`src/rtl/bp_fetch_lasttime.sv`:
```
module bp_fetch_lasttime #(
  parameter int AW    = 32,
  parameter int SLOTS = 4,
  parameter int BPT_N = 64,
  parameter int SETS  = 2,
  parameter int WAYS  = 4
) (
  input  logic              clk,
  input  logic              rst_n,
  input  logic [AW-1:0]     lk_pc,
  input  logic [SLOTS-1:0]  lk_indirect,
  output logic [AW-1:0]     pred_next,
  output logic              pred_taken,
  output logic [$clog2(SLOTS)-1:0] pred_slot,
  input  logic              up_valid,
  input  logic [AW-1:0]     up_pc,
  input  logic              up_taken,
  input  logic              up_indirect,
  input  logic [AW-1:0]     up_target
);
  localparam int SLOT_W = $clog2(SLOTS);
  localparam int BPT_W  = $clog2(BPT_N);
  localparam int SET_W  = $clog2(SETS);
  localparam int WAY_W  = $clog2(WAYS);
  localparam int TAG_W  = AW - 2 - SET_W;
  localparam int GRP_B  = SLOTS * 4;
  localparam logic [AW-1:0] GRP_MASK = ~(AW'(GRP_B) - AW'(1));

  logic [BPT_N-1:0] bpt_q;
  logic [TAG_W-1:0] tag_q [SETS][WAYS];
  logic [AW-1:0]    tgt_q [SETS][WAYS];
  logic             vld_q [SETS][WAYS];
  logic [WAY_W-1:0] age_q [SETS][WAYS];

  logic [AW-1:0] base;
  assign base = lk_pc & GRP_MASK;

  logic [SLOTS-1:0] slot_ok;
  logic [AW-1:0]    slot_tgt [SLOTS];

  for (genvar g = 0; g < SLOTS; g++) begin : g_slot
    logic [AW-1:0]    spc;
    logic [SET_W-1:0] sset;
    logic [TAG_W-1:0] stag;
    logic             shit;
    logic [AW-1:0]    stgt;
    assign spc  = base + AW'(4 * g);
    assign sset = spc[2 +: SET_W];
    assign stag = spc[AW-1 -: TAG_W];
    always_comb begin
      shit = 1'b0;
      stgt = '0;
      for (int w = 0; w < WAYS; w++)
        if (vld_q[sset][w] && tag_q[sset][w] == stag) begin
          shit = 1'b1;
          stgt = tgt_q[sset][w];
        end
    end
    assign slot_ok[g]  = shit & bpt_q[spc[2 +: BPT_W]] & ~lk_indirect[g];
    assign slot_tgt[g] = stgt;
  end

  always_comb begin
    pred_taken = 1'b0;
    pred_slot  = '0;
    pred_next  = base + AW'(GRP_B);
    for (int i = SLOTS - 1; i >= 0; i--)
      if (slot_ok[i]) begin
        pred_taken = 1'b1;
        pred_slot  = SLOT_W'(i);
        pred_next  = slot_tgt[i];
      end
  end

  logic [SET_W-1:0] u_set;
  logic [TAG_W-1:0] u_tag;
  logic [BPT_W-1:0] u_bidx;
  logic             u_hit, u_live, u_touch, u_write;
  logic [WAY_W-1:0] u_hway, u_vict, u_way;

  assign u_set  = up_pc[2 +: SET_W];
  assign u_tag  = up_pc[AW-1 -: TAG_W];
  assign u_bidx = up_pc[2 +: BPT_W];
  assign u_live = up_valid & ~up_indirect;

  always_comb begin
    u_hit  = 1'b0;
    u_hway = '0;
    u_vict = '0;
    for (int w = 0; w < WAYS; w++) begin
      if (vld_q[u_set][w] && tag_q[u_set][w] == u_tag) begin
        u_hit  = 1'b1;
        u_hway = WAY_W'(w);
      end
      if (age_q[u_set][w] == WAY_W'(WAYS - 1)) u_vict = WAY_W'(w);
    end
  end

  assign u_way   = u_hit ? u_hway : u_vict;
  assign u_touch = u_live & (u_hit | up_taken);
  assign u_write = u_live & up_taken;

  always_ff @(posedge clk) begin
    if (!rst_n) begin
      bpt_q <= '0;
      for (int s = 0; s < SETS; s++)
        for (int w = 0; w < WAYS; w++) begin
          vld_q[s][w] <= 1'b0;
          tag_q[s][w] <= '0;
          tgt_q[s][w] <= '0;
          age_q[s][w] <= WAY_W'(w);
        end
    end else begin
      if (u_live) bpt_q[u_bidx] <= up_taken;
      if (u_write) begin
        vld_q[u_set][u_way] <= 1'b1;
        tag_q[u_set][u_way] <= u_tag;
        tgt_q[u_set][u_way] <= up_target;
      end
      if (u_touch)
        for (int w = 0; w < WAYS; w++)
          if (WAY_W'(w) == u_way) age_q[u_set][w] <= '0;
          else if (age_q[u_set][w] < age_q[u_set][u_way])
            age_q[u_set][w] <= age_q[u_set][w] + WAY_W'(1);
    end
  end

  // ---------------- assertions ----------------
  logic [SETS*WAYS-1:0] vld_flat;
  logic [WAYS-1:0]      age_seen [SETS];
  always_comb begin
    for (int s = 0; s < SETS; s++) begin
      age_seen[s] = '0;
      for (int w = 0; w < WAYS; w++) begin
        vld_flat[s*WAYS+w] = vld_q[s][w];
        age_seen[s][age_q[s][w]] = 1'b1;
      end
    end
  end

  for (genvar s = 0; s < SETS; s++) begin : g_chk
    p_lru_order_r7: assert property (@(posedge clk) disable iff (!rst_n)
      age_seen[s] == {WAYS{1'b1}});
  end

  p_first_slot_r4: assert property (@(posedge clk) disable iff (!rst_n)
    pred_taken |-> slot_ok[pred_slot] &&
                   ((slot_ok & ((SLOTS'(1) << pred_slot) - SLOTS'(1))) == '0));

  p_idle_seq_r2: assert property (@(posedge clk) disable iff (!rst_n)
    (slot_ok == '0) |-> (!pred_taken && pred_next == base + AW'(GRP_B)));

  p_last_outcome_r5: assert property (@(posedge clk) disable iff (!rst_n)
    u_live |=> bpt_q[$past(u_bidx)] == $past(up_taken));

  p_indirect_ignored_r9: assert property (@(posedge clk) disable iff (!rst_n)
    (up_valid && up_indirect) |=> $stable(bpt_q) && $stable(vld_flat));

  p_touch_mru_r8: assert property (@(posedge clk) disable iff (!rst_n)
    u_touch |=> age_q[$past(u_set)][$past(u_way)] == '0);

endmodule

```
`config.mk`:
```
export PLATFORM = sky130hd
export DESIGN_NAME = bp_fetch_lasttime
export DESIGN_NICKNAME = d
export VERILOG_FILES = /design/src/rtl/bp_fetch_lasttime.sv
export SDC_FILE = /design/constraint.sdc
export NUM_CORES = 2
export LEC_CHECK = 0
export CORE_MARGIN = 2
export CORE_UTILIZATION = 55
export DETAILED_ROUTE_END_ITERATION = 8
export PLACE_DENSITY_LB_ADDON = 0.2
export SKIP_LAST_GASP = 1
export SLEW_MARGIN = 5
export SYNTH_ARGS = -nofsm -noshare
export SYNTH_HDL_FRONTEND = slang
export SYNTH_SLANG_ARGS = --single-unit
```
`constraint.sdc`:
```
create_clock -name clk -period 8.7 [get_ports clk]
set_clock_uncertainty 0.2 [all_clocks]
set_input_delay 1.74 -clock clk [delete_from_list [all_inputs] [get_ports clk]]
set_output_delay 1.74 -clock clk [all_outputs]
set_load 0.005 [all_outputs]
```
==> reports/results.tsv <==
metric	value	unit
worst slew pin tran	1.14	ns
crit path max fanout	14	
antenna violation net count after detailed routing	0	
DIE AREA	62200	um^2
drt initial violations	3700	
Port Buffers	133	
CTS Buf Count	60	
post-synth top area cell	edfxtp_1	
initial antenna violation count	3	
Crit Path Class	input port to output pin	
final setup fails	0	
largest net degree at the start of global routing	69	
clock sinks	576	
top post-synthesis cells by area	edfxtp_1 46%, xnor2_1 7.1%, and2_1 7.0%	
ant diodes	0	
vias in the first global route	26500	
R2R setup slack	3.54	ns
total power	6.65	mW
Hold Crit Class	register to register	
Rows	89	
Total GRT Usage	0.376	
post-route cell area	37800	um^2
die width	249	um
Worst setup EP type	output pin	
H-Tree Depth	2	
CP dominant cell by count	buf_4	
DR DRC count	0	
core footprint	59200	um^2
Setup TNS	0	ns
cell with the most instances after synthesis	edfxtp_1	
Synth cell types	70	
Pwr Density	176	nW/um^2
Hold Vio Cnt, Final	0	
layout cells sized above 1	0.0928	
yosys warns	0	
Setup WS post-layout	0.106	ns
Via density	6.65	
Final Cycle Share	0.988	
Max Fclk	116	MHz
number of max-cap violations	0	
post-synthesis area per instance	10.5	um^2
post-route minimum period	8.59	ns
IO Count	140	
crit path DAT	6.65	ns
Slew headroom	0.242	
Initial Util	0.559	
gr ovfl total	0	
# Post-CTS Setup Buffers	0	
Routed wire per std cell	29.4	um
slowest CP cell	clkdlybuf4s50_1	
Required @ worst endpoint	6.76	ns
most frequent cells after synthesis	511 x edfxtp_1, 369 x and2_1, 270 x xnor2_1	
CTS Buffer Depth	3	
fillers	4671	
Post-synth EDFFs	511	
async set-reset flop share out of synthesis	0	
Pre-antenna DRT Iters	9	
critical path launch point type	input port	
peak supply drop	0.193	mV
P_leak	13.1	nW
DRT Wirelength	119000	um
Slew Viols, Final	0	
register area share after synthesis	0.503	
vias	27000	
status	finished, final reports clean	
delay-heaviest family, CP	buffers and inverters	
CP Buf/Inv Count	6	
Crit path largest cell delay	0.85	ns
Layout area overhead	14.2	%
Synth top area share	0.463	
unrepaired setup endpoints after global routing	no	
Vert. Die Dim	249	um
nets@finish	3351	
Synth Register Bits	576	
area of the mapped netlist	33100	um^2
cell count after synthesis	3153	
placer congestion estimate	1.04	
Area after DPL	35700	um^2
syn nets	3262	
critical path, cell by cell	clkdlybuf4s50_1, xor2_1, nor4_1, nand4_1, buf_4, nor4_2, buf_4, buf_4, a21oi_1, a211oi_1, a211o_1, o21ai_0, nor3_1, buf_4, clkdlybuf4s50_1	
post-DP HPWL	81300	um
pre-CTS setup slack	0.244	ns
CTS tree	done	
Worst-path clk slew	0.06	ns
first-pass GRT wire length	173000	um
clk root buf	clkbuf_16	
Main synth FF type	edfxtp_1	
Clock Latency Late Sink	0.66	ns
## cells in the final DEF, fill, tap and decap left out, types with 53 or more instances in the layout
cell type        instances
edfxtp_1               511
and2_1                 369
xnor2_1                270
nand2_1                249
nand3_1                181
mux2i_1                179
nor2_1                 153
buf_4                  138
clkdlybuf4s50_1        130
a21oi_1                124
xor2_1                  98
o21ai_0                 95
a311oi_1                77
a211oi_1                70
dfxtp_1                 65
clkbuf_16               61
nor3_1                  58
nand4_1                 53
nor4_1                  53
## path summary, 6_finish.rpt
check	from	cells after the start	to
min reg2reg	bpt_q[17]	2	bpt_q[17]
max	lk_pc[31]	15	pred_next[11]
max reg2reg	tag_q[1][90]	10	age_q[0][2]
min	bpt_q[17]	2	bpt_q[17]
## logic make-up after synthesis
logic type,Yosys count,synth area share
and+or+nand+nor,1214,0.191
AOI/OAI and AO/OA,491,0.0999
DFF,576,0.503
adders and majority gates,5,0.00185
buffers and inverters,296,0.0377
muxes,203,0.0691
xor gates and xnor gates,368,0.0973
## through the flow
step	util	hold slack (ns)	cells
2_1_floorplan	-	0.232	3153
3_3_place_gp	0.603	0.238	3953
3_5_place_dp	0.603	0.247	3953
4_1_cts	0.638	0.256	4061
5_1_grt	0.638	0.266	4061
6_report	0.638	0.254	4061
## registers in the layout, summed over array words and instances, names as in the netlist
name	count
tag_q	232
age_q	16
tgt_q	256
bpt_q	64
vld_q	8
## layer usage
metal	GRT usage	routed length (um)
met5	0	11
met4	0.200	7200
met3	0.0717	13600
met2	0.602	54500
met1	0.487	44000
## power breakdown
| group | leakage (nW) | switching (mW) | internal (mW) |
|---|---|---|---|
| registers | 5.75 | 0.0805 | 3.12 |
| logic | 6.38 | 0.443 | 0.246 |
| clock network | 0.996 | 1.14 | 1.63 |
| total | 13.1 | 1.66 | 4.99 |
## timing repair
item                                    4_1_cts  5_1_grt
hold buffers                                  0        0
gates resized for setup                       0        1
endpoints found under the setup margin        0        1
## final cells by class
cell class | count | area, um^2 | share of cell area
clock buffer | 70 | 1560 | 0.0413
inverter | 39 | 146 | 0.00387
multi-input combinational | 2281 | 15400 | 0.407
timing repair buffer | 284 | 2620 | 0.0693
sequential | 576 | 16600 | 0.440
tap | 773 | 967 | 0.0256
clock inverter | 38 | 492 | 0.0130
## worst reg2reg max path, delay by kind of cell (launching register included)
| family | cells | cell delay, ns |
|---|---|---|
| AOI/OAI and AO/OA | 5 | 2.03 |
| and+or+nand+nor | 3 | 1.77 |
| DFF | 1 | 0.43 |
| muxes | 1 | 0.19 |
| xor gates and xnor gates | 1 | 0.18 |
No activity file was read; power rests on OpenSTA's default activity.
